## config.mk

```make
export PLATFORM = sky130hd
export DESIGN_NAME = lpic_top
export DESIGN_NICKNAME = d
export VERILOG_FILES = /design/src/rtl/lpic_pkg.sv /design/src/rtl/lpic_src.sv /design/src/rtl/lpic_arb.sv /design/src/rtl/lpic_top.sv
export SDC_FILE = /design/constraint.sdc
export NUM_CORES = 2
export LEC_CHECK = 0
export BUFFER_PORTS_ARGS = -buffer_cell sky130_fd_sc_hd__buf_2
export CAP_MARGIN = 10
export CELL_PAD_IN_SITES_DETAIL_PLACEMENT = 2
export CELL_PAD_IN_SITES_GLOBAL_PLACEMENT = 2
export CORE_ASPECT_RATIO = 0.7
export CORE_MARGIN = 2
export CORE_UTILIZATION = 35
export DETAILED_ROUTE_END_ITERATION = 6
export PLACE_DENSITY = 0.77
export SYNTH_ARGS = -nofsm -noshare
export SYNTH_HDL_FRONTEND = slang
export SYNTH_SLANG_ARGS = --single-unit
```

## constraint.sdc

```tcl
create_clock -name clk -period 108.5 [get_ports clk]
set_input_delay 10.85 -clock clk [delete_from_list [all_inputs] [get_ports clk]]
set_output_delay 10.85 -clock clk [all_outputs]
set_load 0.05 [all_outputs]
```

## src/rtl/lpic_pkg.sv

```systemverilog
package lpic_pkg;

  localparam int URG_W = 8;

  // attribute field: bit0 vectored, bit1 edge trigger, bit2 falling edge
  typedef struct packed {
    logic is_fall;
    logic is_edge;
    logic is_vec;
  } attr_t;

  typedef enum logic [1:0] {
    F_IP   = 2'd0,
    F_IE   = 2'd1,
    F_ATTR = 2'd2,
    F_CTL  = 2'd3
  } field_e;

  // level = top nl bits of the urgency byte, lower bits forced to 1
  function automatic logic [URG_W-1:0] level_of(input logic [URG_W-1:0] urg,
                                                input logic [3:0] nl);
    logic [3:0] n;
    logic [URG_W-1:0] fill;
    n    = (nl > 4'd8) ? 4'd8 : nl;
    fill = (n == 4'd8) ? '0 : (8'hFF >> n);
    return urg | fill;
  endfunction

endpackage

```

## src/rtl/lpic_src.sv

```systemverilog
module lpic_src
  import lpic_pkg::*;
#(
  parameter int CTL_BITS = 4
) (
  input  logic                clk,
  input  logic                rst,
  input  logic                src_in,
  input  logic                wr_ip,
  input  logic                ip_wval,
  input  logic                wr_ie,
  input  logic                ie_wval,
  input  logic                wr_attr,
  input  attr_t               attr_wval,
  input  logic                wr_ctl,
  input  logic [CTL_BITS-1:0] ctl_wval,
  input  logic                clr,
  output logic                ip,
  output logic                ie,
  output attr_t               attr,
  output logic [URG_W-1:0]    ctl
);

  localparam int PAD = URG_W - CTL_BITS;

  logic                src_q;
  logic [CTL_BITS-1:0] ctl_q;
  logic                hit;

  always_comb begin
    hit = attr.is_edge & (attr.is_fall ? (src_q & ~src_in) : (~src_q & src_in));
  end

  always_ff @(posedge clk) begin
    if (rst) begin
      src_q <= 1'b0;
      ip    <= 1'b0;
      ie    <= 1'b0;
      attr  <= '0;
      ctl_q <= '0;
    end else begin
      src_q <= src_in;
      if (wr_ie)   ie    <= ie_wval;
      if (wr_attr) attr  <= attr_wval;
      if (wr_ctl)  ctl_q <= ctl_wval;
      if (!attr.is_edge)  ip <= src_in;
      else if (hit)       ip <= 1'b1;
      else if (clr)       ip <= 1'b0;
      else if (wr_ip)     ip <= ip_wval;
    end
  end

  generate
    if (PAD == 0) begin : g_full
      assign ctl = ctl_q;
    end else begin : g_pad
      assign ctl = {ctl_q, {PAD{1'b1}}};
    end
  endgenerate

  // level-triggered pending tracks the input of the previous clock
  p_level_follow_r4: assert property (@(posedge clk) disable iff (rst)
    (!$past(rst) && !$past(attr.is_edge)) |-> (ip == $past(src_in)));

  // a detected edge leaves the pending bit set
  p_edge_set_r5: assert property (@(posedge clk) disable iff (rst)
    (!$past(rst) && $past(hit)) |-> ip);

  // edge pending holds without edge, clear or write
  p_edge_hold_r5: assert property (@(posedge clk) disable iff (rst)
    (!$past(rst) && $past(attr.is_edge) && !$past(hit) && !$past(clr) && !$past(wr_ip))
      |-> $stable(ip));

endmodule

```

## src/rtl/lpic_arb.sv

```systemverilog
module lpic_arb #(
  parameter int N   = 64,
  parameter int IDW = 6
) (
  input  logic [N-1:0]   qual,
  input  logic [7:0]     urg [N],
  output logic           hit,
  output logic [IDW-1:0] id,
  output logic [7:0]     win_urg
);

  // the urgency byte carries level above priority, so one compare
  // orders both; ">=" with ascending index favours the larger id
  always_comb begin
    hit     = 1'b0;
    id      = '0;
    win_urg = '0;
    for (int i = 0; i < N; i++) begin
      if (qual[i] && (!hit || urg[i] >= win_urg)) begin
        hit     = 1'b1;
        win_urg = urg[i];
        id      = IDW'(i);
      end
    end
  end

endmodule

```

## src/rtl/lpic_top.sv

```systemverilog
module lpic_top
  import lpic_pkg::*;
#(
  parameter  int N_SRC    = 64,
  parameter  int CTL_BITS = 4,
  parameter  int ADDR_W   = 12,
  localparam int IDW      = (N_SRC > 1) ? $clog2(N_SRC) : 1
) (
  input  logic              clk,
  input  logic              rst,
  input  logic [N_SRC-1:0]  src_in,
  input  logic              bus_valid,
  input  logic              bus_we,
  input  logic [ADDR_W-1:0] bus_addr,
  input  logic [7:0]        bus_wdata,
  output logic [7:0]        bus_rdata,
  input  logic              claim_valid,
  input  logic [IDW-1:0]    claim_id,
  input  logic              nxt_valid,
  output logic              nxt_done,
  output logic              nxt_hit,
  output logic [IDW-1:0]    nxt_id,
  output logic              irq_req,
  output logic [IDW-1:0]    irq_id,
  output logic [7:0]        irq_level,
  output logic              irq_vec
);

  localparam int IDX_W = ADDR_W - 3;

  logic              src_sel;
  logic [IDX_W-1:0]  idx;
  field_e            fld;
  logic              wr_src;
  logic              wr_cfg;
  logic              wr_thr;
  logic [3:0]        nlbits_q;
  logic [7:0]        thresh_q;

  logic [N_SRC-1:0]  ip_v;
  logic [N_SRC-1:0]  ie_v;
  logic [N_SRC-1:0]  qual;
  attr_t             attr_v [N_SRC];
  logic [7:0]        ctl_v  [N_SRC];

  logic              arb_hit;
  logic [IDW-1:0]    arb_id;
  logic [7:0]        arb_urg;
  logic [7:0]        rd_mux;

  assign src_sel = bus_addr[ADDR_W-1];
  assign idx     = bus_addr[ADDR_W-2:2];
  assign fld     = field_e'(bus_addr[1:0]);
  assign wr_src  = bus_valid && bus_we && src_sel;
  assign wr_cfg  = bus_valid && bus_we && !src_sel && (bus_addr[ADDR_W-2:0] == '0);
  assign wr_thr  = bus_valid && bus_we && !src_sel && (bus_addr[ADDR_W-2:0] == (ADDR_W-1)'(1));

  always_ff @(posedge clk) begin
    if (rst) begin
      nlbits_q <= '0;
      thresh_q <= '0;
    end else begin
      if (wr_cfg) nlbits_q <= bus_wdata[3:0];
      if (wr_thr) thresh_q <= bus_wdata;
    end
  end

  for (genvar g = 0; g < N_SRC; g++) begin : g_src
    logic       sel;
    logic       clr;
    logic [7:0] lvl;

    assign sel = wr_src && (idx == IDX_W'(g));
    assign clr = (claim_valid && (claim_id == IDW'(g)))
              || (nxt_valid && arb_hit && (arb_id == IDW'(g)));

    lpic_src #(.CTL_BITS(CTL_BITS)) u_src (
      .clk       (clk),
      .rst       (rst),
      .src_in    (src_in[g]),
      .wr_ip     (sel && (fld == F_IP)),
      .ip_wval   (bus_wdata[0]),
      .wr_ie     (sel && (fld == F_IE)),
      .ie_wval   (bus_wdata[0]),
      .wr_attr   (sel && (fld == F_ATTR)),
      .attr_wval (attr_t'(bus_wdata[2:0])),
      .wr_ctl    (sel && (fld == F_CTL)),
      .ctl_wval  (bus_wdata[7 -: CTL_BITS]),
      .clr       (clr),
      .ip        (ip_v[g]),
      .ie        (ie_v[g]),
      .attr      (attr_v[g]),
      .ctl       (ctl_v[g])
    );

    assign lvl     = level_of(ctl_v[g], nlbits_q);
    assign qual[g] = ip_v[g] & ie_v[g] & (lvl > thresh_q);
  end

  lpic_arb #(.N(N_SRC), .IDW(IDW)) u_arb (
    .qual    (qual),
    .urg     (ctl_v),
    .hit     (arb_hit),
    .id      (arb_id),
    .win_urg (arb_urg)
  );

  always_comb begin
    rd_mux = '0;
    if (src_sel) begin
      for (int i = 0; i < N_SRC; i++) begin
        if (idx == IDX_W'(i)) begin
          case (fld)
            F_IP:    rd_mux = {7'b0, ip_v[i]};
            F_IE:    rd_mux = {7'b0, ie_v[i]};
            F_ATTR:  rd_mux = {5'b0, attr_v[i]};
            default: rd_mux = ctl_v[i];
          endcase
        end
      end
    end else if (bus_addr[ADDR_W-2:0] == '0) begin
      rd_mux = {4'b0, nlbits_q};
    end else if (bus_addr[ADDR_W-2:0] == (ADDR_W-1)'(1)) begin
      rd_mux = thresh_q;
    end
  end

  always_ff @(posedge clk) begin
    if (rst) begin
      bus_rdata <= '0;
      irq_req   <= 1'b0;
      irq_id    <= '0;
      irq_level <= '0;
      irq_vec   <= 1'b0;
      nxt_done  <= 1'b0;
      nxt_hit   <= 1'b0;
      nxt_id    <= '0;
    end else begin
      if (bus_valid && !bus_we) bus_rdata <= rd_mux;
      irq_req   <= arb_hit;
      irq_id    <= arb_id;
      irq_level <= level_of(arb_urg, nlbits_q);
      irq_vec   <= attr_v[arb_id].is_vec;
      nxt_done  <= nxt_valid;
      nxt_hit   <= nxt_valid && arb_hit;
      nxt_id    <= (nxt_valid && arb_hit) ? arb_id : '0;
    end
  end

  logic [N_SRC-1:0] en_pend;
  assign en_pend = ip_v & ie_v;

  // the request names a source that was pending and enabled
  p_req_enabled_r2: assert property (@(posedge clk) disable iff (rst)
    irq_req |-> |($past(en_pend) & (N_SRC'(1) << irq_id)));

  // the presented level is strictly above the threshold in force
  p_req_thresh_r3: assert property (@(posedge clk) disable iff (rst)
    irq_req |-> (irq_level > $past(thresh_q)));

  // a query miss coincides with no request
  p_nxt_miss_r10: assert property (@(posedge clk) disable iff (rst)
    (nxt_done && !nxt_hit) |-> (!irq_req && (nxt_id == '0)));

endmodule

```

==> flow_summary.json <==
{
  "clock_path_buffers": 3,
  "grt_max_degree": 169,
  "synth-async-reset-ratio": 0,
  "rrSetupSlack_ns": 4.91,
  "tightestPinTransition_ns": 1.39,
  "drt_iter0_drc": 7710,
  "utilization": 0.406,
  "placed_cell_area_um2": 58000,
  "clkPwrFrac": 0.510,
  "dr.pass1.iters": 6,
  "drcViolationCount": 0,
  "crit_type": "register to register",
  "status": "completed",
  "combPwrFrac": 0.068,
  "grt_pass1_wl_um": 478000,
  "rows": 121,
  "p_sw_frac": 0.283,
  "wl_per_cell_um": 36.1,
  "grt_usage": 0.415,
  "crit_path_end": "g_src[12].u_src.ip",
  "synth_edf_count": 0,
  "synth-main-ff-cell": "dfxtp_1",
  "gp_congestion": 1.05,
  "slew_violations": 0,
  "worstRegToRegCells": 514,
  "synthTopCellsByArea": "dfxtp_1, ha_1, a21oi_1, nor2_1, nand2_1",
  "worst_slew_margin_rel": 0.0606,
  "portBuffers": 127,
  "setup_viol": 0,
  "synth_area_per_cell_um2": 7.51,
  "worstSkewPairLatency_ns": 0.76,
  "numPlacedInstances": 9286,
  "worst_slack_ns": 4.91,
  "layout-drive-gt1-share": 0.146,
  "holdPathStages": 2,
  "initial_core_util": 0.351,
  "synth_cell_types": 118,
  "timing.rr.start": "nlbits_q[3]",
  "synth_commonest_cells": "nor2_1, nand2_1, dfxtp_1, a21oi_1, o21ai_0",
  "clock.fmax_mhz": 9.65,
  "skew_ns": 0.0529,
  "ant_nets": 0,
  "cts_tree": "yes",
  "finalWirelength_um": 344000,
  "viasPerCell": 6.70,
  "fillCellCount": 17800,
  "maxCapViolations": 0,
  "area_delta_synth_final_pct": 15.6,
  "synth.largest_area_cell": "dfxtp_1",
  "intPower_uw": 439,
  "final-instance-count-excl-fill": 9534,
  "ys_ff_latch": 684,
  "regArea_um2": 13700,
  "cp.required_ns": 109.07,
  "rr_endpoint": "g_src[12].u_src.ip",
  "antenna_found_initial": 49,
  "crit_path_end_kind": "register",
  "p_per_area_nw_per_um2": 9.72,
  "htreeDepth": 3,
  "hp-class": "register to register",
  "die_h_um": 334,
  "switchingPower_uw": 173,
  "root_buffer": "clkbuf_16",
  "critPathLaunch": "nlbits_q[3]",
  "synth_nets": 7808,
  "power.leakage_nw": 23.4,
  "final_area_um2": 63000,
  "yosys_warnings": 0,
  "die_w_um": 476,
  "yosys.area.top_type_share": 0.251,
  "start_kind": "register",
  "clock_sinks": 684,
  "syn_inst": 7258,
  "fin_crit_sh": 0.955,
  "dp_slack_ns": -6.36,
  "worstPathArrival_ns": 104.16,
  "cts.clk_slew.worst_paths_ns": 0.06,
  "num_vias": 63900,
  "grt_overflow": 0,
  "grt_pass1_vias": 63400,
  "yosysMostFrequentCell": "nor2_1",
  "coreArea_um2": 155000,
  "critical_path.slowest_cell": "or4_1",
  "crit_path_frequent_cell": "ha_1",
  "die_area_um2": 159000,
  "syn_area_um2": 54500,
  "hpwl_um": 259000,
  "ioPinCount": 128,
  "synth_seq_area_share": 0.251,
  "peakVddDrop_mv": 0.0108,
  "worstPathMaxFanout": 19,
  "finalHoldViolations": 0,
  "multi_input_area_um2": 40000,
  "period_needed_ns": 103.59,
  "fin_nets": 7909,
  "seq_power_share": 0.422,
  "cp_slowest_stage_delay_ns": 0.57,
  "cts-buffers-inserted": 82
}
==> area by class of cell <==
cell class / count / area share
multi-input cells: 5970 / 0.636
flip-flops and latches: 684 / 0.218
repair buffers: 403 / 0.0449
well taps: 2091 / 0.0415
clock buffers: 112 / 0.0373
inverters: 218 / 0.0131
clock inverters: 39 / 0.00900
diodes: 17 / 0.000676
==> sequential cells by signal, indices dropped and copies added, names as in the netlist <==
signal / count
bus_rdata: 8
g_src.u_src.attr: 192
g_src.u_src.ctl_q: 256
g_src.u_src.ie: 64
g_src.u_src.ip: 64
g_src.u_src.src_q: 64
irq_id: 6
irq_level: 8
irq_req: 1
irq_vec: 1
nlbits_q: 4
nxt_done: 1
nxt_hit: 1
nxt_id: 6
thresh_q: 8
==> repair_timing <==
| item | CTS | global route |
|---|---|---|
| endpoints found under the setup margin | 81 | 81 |
| hold buffers | 0 | 0 |
| gates resized for setup | 117 | 183 |
| setup buffers | 11 | 69 |
| pin swaps | 9 | 52 |
==> placed cells by master, fill, tap and decap left out, types with 81 or more instances in the layout <==
master       n
a21o_1     117
a21oi_1    606
a31oi_1     99
buf_2      119
buf_4      274
clkbuf_16   83
dfxtp_1    679
ha_1       454
inv_1      214
mux2_2      81
mux2i_1    261
nand2_1    689
nand2b_1   199
nand3_1    287
nand4_1    116
nor2_1     710
nor2b_1    222
nor3_1     159
nor3b_1    124
o211ai_1    87
o21a_1     107
o21ai_0    447
or2_2      141
==> cell families (layout without fill, tap and decap cells) <==
kind of cell             Yosys count  in the layout  share of synthesized area
AND/OR/NAND/NOR                 2885           2885                      0.260
buffers and inverters            604            772                     0.0421
flip-flops                       684            684                      0.251
multiplexers                     344            344                     0.0651
other                              0             17                          0
AO/OA/AOI/OAI                   2274           2274                      0.275
adder cells (fa/ha/maj)          467            467                      0.107
==> routing by layer <==
layer  share of wire  GRT usage
met4           0.055      0.192
met1            0.43      0.562
met5         0.00058          0
met2            0.41      0.596
met3            0.11      0.127
==> worst min path at each step <==
stage	from	endpoint	slack [ns]
final	g_src[29].u_src.ctl_q[0]	g_src[29].u_src.ctl_q[0]	0.51
after CTS	g_src[38].u_src.attr[0]	g_src[38].u_src.attr[0]	0.51
after detailed placement	g_src[38].u_src.attr[0]	g_src[38].u_src.attr[0]	0.48
after global routing	g_src[39].u_src.attr[0]	g_src[39].u_src.attr[0]	0.53
after global placement	g_src[0].u_src.ctl_q[2]	g_src[0].u_src.ctl_q[2]	0.46
after floorplan	g_src[38].u_src.attr[0]	g_src[38].u_src.attr[0]	0.44
==> power groups by stage <==
stage / Clock [mW] / Combinational, mW / Sequential (mW)
finish: 0.312 / 0.0413 / 0.258
global route: 0.324 / 0.0423 / 0.258
CTS: 0.313 / 0.0394 / 0.258
detailed placement: 0 / 0.0387 / 0.264
global placement: 0 / 0.0380 / 0.264
floorplan: 0 / 0.0208 / 0.262
==> stage by stage <==
stage | TNS (ns) | total power [mW] | hold WS, ns
after floorplan | 0 | 0.283 | 0.445
final | 0 | 0.612 | 0.511
after global placement | -8.76 | 0.301 | 0.463
after detailed placement | -397.85 | 0.302 | 0.480
after CTS | 0 | 0.611 | 0.510
after global routing | -50.92 | 0.624 | 0.534
==> critical path, delay by kind of cell (launching register included) <==
kind | cells | cell delay (ns)
DFF | 1 | 0.42
adders and majority gates | 75 | 21.10
AOI/OAI and AO/OA | 228 | 45.08
buffers and inverters | 26 | 3.66
muxes | 17 | 6.01
and+or+nand+nor | 168 | 27.01
No activity file was read; power rests on OpenSTA's default activity.
